==> config.mk <==
export PLATFORM = sky130hd
export DESIGN_NAME = virt_irq_arbiter
export DESIGN_NICKNAME = d
export VERILOG_FILES = /design/src/rtl/vpa_pkg.sv /design/src/rtl/via_control.sv /design/src/rtl/via_datapath.sv /design/src/rtl/virt_irq_arbiter.sv
export SDC_FILE = /design/constraint.sdc
export NUM_CORES = 1
export LEC_CHECK = 0
export ABC_AREA = 1
export BUFFER_PORTS_ARGS = -buffer_cell sky130_fd_sc_hd__buf_2
export CAP_MARGIN = 15
export CORE_ASPECT_RATIO = 0.6
export CORE_MARGIN = 2
export CORE_UTILIZATION = 45
export DETAILED_ROUTE_END_ITERATION = 8
export PLACE_DENSITY = 0.71
export SKIP_CTS_REPAIR_TIMING = 1
export SLEW_MARGIN = 20
export SYNTH_ARGS = -nofsm -noshare
export SYNTH_HDL_FRONTEND = slang
export SYNTH_SLANG_ARGS = --single-unit
export TNS_END_PERCENT = 50
==> constraint.sdc <==
create_clock -name clk -period 40.5 [get_ports clk]
set_clock_uncertainty 0.15 [all_clocks]
set_input_delay 6.075 -clock clk [delete_from_list [all_inputs] [get_ports clk]]
set_output_delay 6.075 -clock clk [all_outputs]
set_load 0.005 [all_outputs]
==> src/rtl/vpa_pkg.sv <==
package vpa_pkg;

  // Comparison results the datapath hands to the control.
  typedef struct packed {
    logic lrFound;
    logic lrGrp1;
    logic lrCanSig;
    logic vlpiBeats;
    logic vlpiGrp1;
    logic vlpiCanSig;
  } arbStatus_t;

  // Decisions the control hands back to the datapath and top.
  typedef struct packed {
    logic selVlpi;
    logic anyValid;
    logic raiseIrq;
    logic raiseFiq;
  } arbStrobe_t;

endpackage

==> src/rtl/via_control.sv <==
module via_control
  import vpa_pkg::*;
(
  input  arbStatus_t status,
  output arbStrobe_t strobe
);

  logic winGrp1;
  logic winCanSig;

  always_comb begin
    winGrp1   = status.vlpiBeats ? status.vlpiGrp1 : status.lrGrp1;
    winCanSig = status.vlpiBeats ? status.vlpiCanSig
                                 : (status.lrFound && status.lrCanSig);

    strobe.selVlpi  = status.vlpiBeats;
    strobe.anyValid = status.vlpiBeats || status.lrFound;
    strobe.raiseIrq = winCanSig && winGrp1;
    strobe.raiseFiq = winCanSig && !winGrp1;
  end

endmodule

==> src/rtl/via_datapath.sv <==
module via_datapath
  import vpa_pkg::*;
#(
  parameter int NUM_LR = 16,
  parameter int PRIO_W = 8,
  parameter int ID_W   = 16,
  parameter int BP_W   = 3,
  localparam int IDX_W = $clog2(NUM_LR + 1)
) (
  input  logic                     clk,
  input  logic                     rstN,
  input  logic [NUM_LR-1:0]        lrPending,
  input  logic [NUM_LR-1:0]        lrGroup1,
  input  logic [NUM_LR*PRIO_W-1:0] lrPrio,
  input  logic [NUM_LR*ID_W-1:0]   lrId,
  input  logic [PRIO_W-1:0]        vlpiPrio,
  input  logic                     vlpiGroup1,
  input  logic [ID_W-1:0]          vlpiId,
  input  logic                     vIfEn,
  input  logic                     vEnG0,
  input  logic                     vEnG1,
  input  logic [PRIO_W-1:0]        vPmr,
  input  logic [BP_W-1:0]          vBp0,
  input  logic [BP_W-1:0]          vBp1,
  input  logic                     isSecure,
  input  logic [PRIO_W-1:0]        runPrio,
  input  arbStrobe_t               strobe,
  output arbStatus_t               status,
  output logic                     hpValid,
  output logic [IDX_W-1:0]         hpIndex,
  output logic [ID_W-1:0]          hpId
);

  localparam logic [PRIO_W-1:0] PRIO_IDLE = {PRIO_W{1'b1}};

  // Input snapshot
  logic [NUM_LR-1:0]        lrPendR, lrGrp1R;
  logic [NUM_LR*PRIO_W-1:0] lrPrioR;
  logic [NUM_LR*ID_W-1:0]   lrIdR;
  logic [PRIO_W-1:0]        vlpiPrioR, vPmrR, runPrioR;
  logic                     vlpiGrp1R, vIfEnR, vEnG0R, vEnG1R, isSecureR;
  logic [ID_W-1:0]          vlpiIdR;
  logic [BP_W-1:0]          vBp0R, vBp1R;

  always_ff @(posedge clk or negedge rstN) begin
    if (!rstN) begin
      lrPendR   <= '0;
      lrGrp1R   <= '0;
      lrPrioR   <= '1;
      lrIdR     <= '0;
      vlpiPrioR <= PRIO_IDLE;
      vlpiGrp1R <= 1'b0;
      vlpiIdR   <= '0;
      vIfEnR    <= 1'b0;
      vEnG0R    <= 1'b0;
      vEnG1R    <= 1'b0;
      vPmrR     <= '0;
      vBp0R     <= '0;
      vBp1R     <= '0;
      isSecureR <= 1'b1;
      runPrioR  <= PRIO_IDLE;
    end else begin
      lrPendR   <= lrPending;
      lrGrp1R   <= lrGroup1;
      lrPrioR   <= lrPrio;
      lrIdR     <= lrId;
      vlpiPrioR <= vlpiPrio;
      vlpiGrp1R <= vlpiGroup1;
      vlpiIdR   <= vlpiId;
      vIfEnR    <= vIfEn;
      vEnG0R    <= vEnG0;
      vEnG1R    <= vEnG1;
      vPmrR     <= vPmr;
      vBp0R     <= vBp0;
      vBp1R     <= vBp1;
      isSecureR <= isSecure;
      runPrioR  <= runPrio;
    end
  end

  // Per-entry eligibility: pending and its group enabled
  logic [NUM_LR-1:0] lrElig;
  for (genvar g = 0; g < NUM_LR; g++) begin : g_elig
    assign lrElig[g] = lrPendR[g] && (lrGrp1R[g] ? vEnG1R : vEnG0R);
  end

  // Scan: strict less-than keeps the lowest index on ties and drops 0xFF
  logic [PRIO_W-1:0] bestPrio;
  logic [IDX_W-1:0]  bestIdx;
  logic [ID_W-1:0]   bestId;
  logic              bestGrp1;
  logic              bestFound;

  always_comb begin
    bestPrio  = PRIO_IDLE;
    bestIdx   = '0;
    bestId    = '0;
    bestGrp1  = 1'b0;
    bestFound = 1'b0;
    for (int i = 0; i < NUM_LR; i++) begin
      if (lrElig[i] && (lrPrioR[i*PRIO_W +: PRIO_W] < bestPrio)) begin
        bestPrio  = lrPrioR[i*PRIO_W +: PRIO_W];
        bestIdx   = IDX_W'(i);
        bestId    = lrIdR[i*ID_W +: ID_W];
        bestGrp1  = lrGrp1R[i];
        bestFound = 1'b1;
      end
    end
  end

  // Group priority masks
  logic [PRIO_W-1:0] mask0, mask1, lrMask, vlpiMask;
  assign mask0    = PRIO_IDLE << (32'(vBp0R) + 1);
  assign mask1    = PRIO_IDLE << 32'(vBp1R);
  assign lrMask   = bestGrp1 ? mask1 : mask0;
  assign vlpiMask = vlpiGrp1R ? mask1 : mask0;

  function automatic logic preemptOk(input logic en,
                                     input logic [PRIO_W-1:0] prio,
                                     input logic [PRIO_W-1:0] pmr,
                                     input logic [PRIO_W-1:0] run,
                                     input logic [PRIO_W-1:0] mask);
    return en && (prio < pmr) &&
           ((run == PRIO_IDLE) || ((prio & mask) < (run & mask)));
  endfunction

  logic vlpiEn;
  assign vlpiEn = vlpiGrp1R ? vEnG1R : vEnG0R;

  always_comb begin
    status.lrFound    = bestFound;
    status.lrGrp1     = bestGrp1;
    status.lrCanSig   = preemptOk(vIfEnR, bestPrio, vPmrR, runPrioR, lrMask);
    status.vlpiBeats  = !isSecureR && vlpiEn && (vlpiPrioR < bestPrio);
    status.vlpiGrp1   = vlpiGrp1R;
    status.vlpiCanSig = preemptOk(vIfEnR, vlpiPrioR, vPmrR, runPrioR, vlpiMask);
  end

  // Winner report
  always_comb begin
    hpValid = strobe.anyValid;
    hpIndex = '0;
    hpId    = '0;
    if (strobe.selVlpi) begin
      hpIndex = IDX_W'(NUM_LR);
      hpId    = vlpiIdR;
    end else if (strobe.anyValid) begin
      hpIndex = bestIdx;
      hpId    = bestId;
    end
  end

endmodule

==> src/rtl/virt_irq_arbiter.sv <==
module virt_irq_arbiter
  import vpa_pkg::*;
#(
  parameter int NUM_LR = 16,
  parameter int PRIO_W = 8,
  parameter int ID_W   = 16,
  parameter int BP_W   = 3,
  localparam int IDX_W = $clog2(NUM_LR + 1)
) (
  input  logic                     clk,
  input  logic                     rstN,
  input  logic [NUM_LR-1:0]        lrPending,
  input  logic [NUM_LR-1:0]        lrGroup1,
  input  logic [NUM_LR*PRIO_W-1:0] lrPrio,
  input  logic [NUM_LR*ID_W-1:0]   lrId,
  input  logic [PRIO_W-1:0]        vlpiPrio,
  input  logic                     vlpiGroup1,
  input  logic [ID_W-1:0]          vlpiId,
  input  logic                     vIfEn,
  input  logic                     vEnG0,
  input  logic                     vEnG1,
  input  logic [PRIO_W-1:0]        vPmr,
  input  logic [BP_W-1:0]          vBp0,
  input  logic [BP_W-1:0]          vBp1,
  input  logic                     isSecure,
  input  logic [PRIO_W-1:0]        runPrio,
  output logic                     hpValid,
  output logic [IDX_W-1:0]         hpIndex,
  output logic [ID_W-1:0]          hpId,
  output logic                     irqOut,
  output logic                     fiqOut
);

  arbStatus_t status;
  arbStrobe_t strobe;

  via_datapath #(
    .NUM_LR(NUM_LR), .PRIO_W(PRIO_W), .ID_W(ID_W), .BP_W(BP_W)
  ) u_dp (
    .clk(clk), .rstN(rstN),
    .lrPending(lrPending), .lrGroup1(lrGroup1), .lrPrio(lrPrio), .lrId(lrId),
    .vlpiPrio(vlpiPrio), .vlpiGroup1(vlpiGroup1), .vlpiId(vlpiId),
    .vIfEn(vIfEn), .vEnG0(vEnG0), .vEnG1(vEnG1), .vPmr(vPmr),
    .vBp0(vBp0), .vBp1(vBp1), .isSecure(isSecure), .runPrio(runPrio),
    .strobe(strobe), .status(status),
    .hpValid(hpValid), .hpIndex(hpIndex), .hpId(hpId)
  );

  via_control u_ctl (
    .status(status),
    .strobe(strobe)
  );

  assign irqOut = strobe.raiseIrq;
  assign fiqOut = strobe.raiseFiq;

endmodule

==> run metrics <==
status completed; fill cell count 4060; pre-CTS WS -1560 ps; Critical Path Sink Type output port; dpl cells 3262; Slew @ Worst Pin 916 ps; worst-path maximum fanout 51; Global Route Usage Sum 26.4%; Final Total Pwr 1400 uW; Finished Layout Cells 3382; Die ar. 48400 um^2; Routed WL roughly 65000 um; Post-Synthesis Cells 2215; Pleak 0.0128 uW; Critical path buffers and inverters 6; CTS Buffer Depth 3; worst hold path class in -> async; Worst-path clk slew approximately 60 ps; initial antenna violation count 31; GP Congestion 1.04; Setup CP Type reg -> out; starting density of the core 45.5%; worst setup margin approximately 2800 ps; CP max stage delay 590 ps; antenna viol nets, final 0; worst hold slack 5290 ps; mapped cell area 21000 um^2; sequential fraction of the synthesis area 56.5%; Sink Count 467; Slew headroom 38.9%; Final Hold Fails 0; post-placement cell area 23800 um^2; first-pass GRT wire length 96800 um; total gr overflow 0; vias per cell 5.13; Crit-path slowest cell nor4_2; chip width 283 um; Layout Cell Area excl Fill 25700 um^2; Vias 17300; period utilization between 90 and 100%; DRC Markers 0; FP Rows between 60 and 70; CP arrival between 30000 and 40000 ps; Synth Register Bits about 470; CTS tree yes; Area Growth Syn to Fin 22.6%; layout cells sized above 1 30.4%; Syn Nets 2799; Die Y 171 um; Slew Limit Fails 0; IO buf count 492; highest-count cells in the layout ignoring fill and taps nand2_1, buf_2, o21ai_0; largest net degree at the start of global routing 192; most common cell after layout, fill and taps aside nand2_1; Max Freq 0.0265 GHz; synth warn 0; Wirelength per Cell 19.2 um; CP Launch Type flip-flop; Top delay family on crit path compound AO/OA/AOI/OAI gates; Core Region 46200 um^2; length of the first detailed-routing pass in iterations 6; syn_area_per_cell about 9.5 um^2; total of max-cap violations 0; vias in the first global route 17200; dpl hpwl approximately 50000 um; CTS H-tree lvls 2; clk root buf clkbuf_16; peak supply drop 0.0470 mV; initial DRC count 1252; number of I/O pins 493; post-synth cell types 45; min Tclk post-route 37720 ps; total CTS buffers 46; PwrDens ~55 nW/um^2; Post-layout nets 3269; CP required 34280 ps; Setup violations, final 0; RSZ-0062 raised after global routing no
-- where the power goes --
part	total (uW)	switching, uW	leakage [uW]	internal, uW
combinational	427	274	0.00675	153
sequential	508	12.2	0.00528	496
clock	468	194	0.000802	274
total	1400	480	0.0128	924
-- sequential cells by signal, summed over array words and instances, names as in the netlist --
register        flops
u_dp.vEnG1R         1
u_dp.vlpiPrioR      8
u_dp.runPrioR       8
u_dp.lrPrioR      128
u_dp.vlpiIdR       16
u_dp.lrGrp1R       16
u_dp.vBp1R          3
u_dp.vEnG0R         1
u_dp.lrPendR       16
u_dp.vlpiGrp1R      1
u_dp.lrIdR        256
u_dp.isSecureR      1
u_dp.vPmrR          8
u_dp.vBp0R          3
u_dp.vIfEnR         1
-- cells in the mapped netlist (all sizes together) --
| cell type | n | area share [%] |
|---|---|---|
| a2111oi | 3 | 0.13 |
| a211o | 1 | 0.042 |
| a211oi | 1 | 0.036 |
| a21boi | 1 | 0.089 |
| a21o | 1 | 0.036 |
| a21oi | 61 | 1.5 |
| a22oi | 6 | 0.21 |
| a31o | 6 | 0.25 |
| a31oi | 3 | 0.089 |
| a41oi | 6 | 0.25 |
| and2 | 4 | 0.12 |
| buf | 34 | 1.7 |
| clkbuf | 43 | 0.77 |
| clkinv | 9 | 0.16 |
| dfrtp | 322 | 38 |
| dfstp | 145 | 18 |
| dlygate4sd1 | 1 | 0.042 |
| dlygate4sd3 | 2 | 0.095 |
| ha | 115 | 6.9 |
| inv | 163 | 2.9 |
| nand2 | 651 | 13 |
| nand3 | 100 | 2.6 |
| nand3b | 12 | 0.43 |
| nand4 | 5 | 0.15 |
| nor2 | 112 | 2.1 |
| nor3 | 5 | 0.12 |
| nor4 | 2 | 0.060 |
| o2111a | 1 | 0.054 |
| o2111ai | 10 | 0.42 |
| o211ai | 3 | 0.11 |
| o21a | 3 | 0.11 |
| o21ai | 365 | 8.8 |
| o21bai | 13 | 0.46 |
| o31a | 1 | 0.042 |
| or2 | 5 | 0.15 |
-- final cells by class --
type / count / area (um^2) / area share, %
Inverter: 172 / 646 / 2.51
Antenna cell: 29 / 72.6 / 0.282
Sequential cell: 467 / 11900 / 46.1
Timing Repair Buffer: 501 / 2620 / 10.2
Multi-Input combinational cell: 1497 / 8080 / 31.4
Clock buffer: 63 / 1310 / 5.08
Clock inverter: 23 / 355 / 1.38
Tap cell: 630 / 788 / 3.06
-- per-layer routing --
layer | global-route usage, % | part of all wire (%) | up-vias
met4 | 9.43 | 3.4 | 2
met5 | 0 | 0.020 | -
met2 | 41.2 | 45 | 666
met3 | 5.13 | 7.1 | 126
li1 | - | - | 8247
met1 | 36.9 | 44 | 8300
-- kinds of logic (layout without fill, tap and decap cells) --
family / Yosys count / in the layout / share of synthesized area, %
simple gates: 896 / 896 / 18.4
compound gates: 485 / 486 / 12.6
flops: 467 / 467 / 56.5
buf+inv: 252 / 759 / 5.66
fa+ha+maj: 115 / 115 / 6.86
other cells: 0 / 29 / 0
-- through the flow --
stage	utilization, %	setup TNS [ps]
2_1_floorplan	-	0
3_3_place_gp	51.5	0
3_5_place_dp	51.5	-33670
4_1_cts	55.1	-54540
5_1_grt	55.7	0
6_report	55.7	0
-- worst paths after layout --
check / startpoint / end / cells past startpoint
worst max-delay path: u_dp.vEnG1R / hpId[9] / 114
worst min-delay path: rstN / u_dp.lrIdR[43] / 1
max in group asynchronous: rstN / u_dp.lrPendR[9] / 4
min in group clk: vlpiPrio[6] / u_dp.vlpiPrioR[6] / 1
No activity file was read; power rests on OpenSTA's default activity.
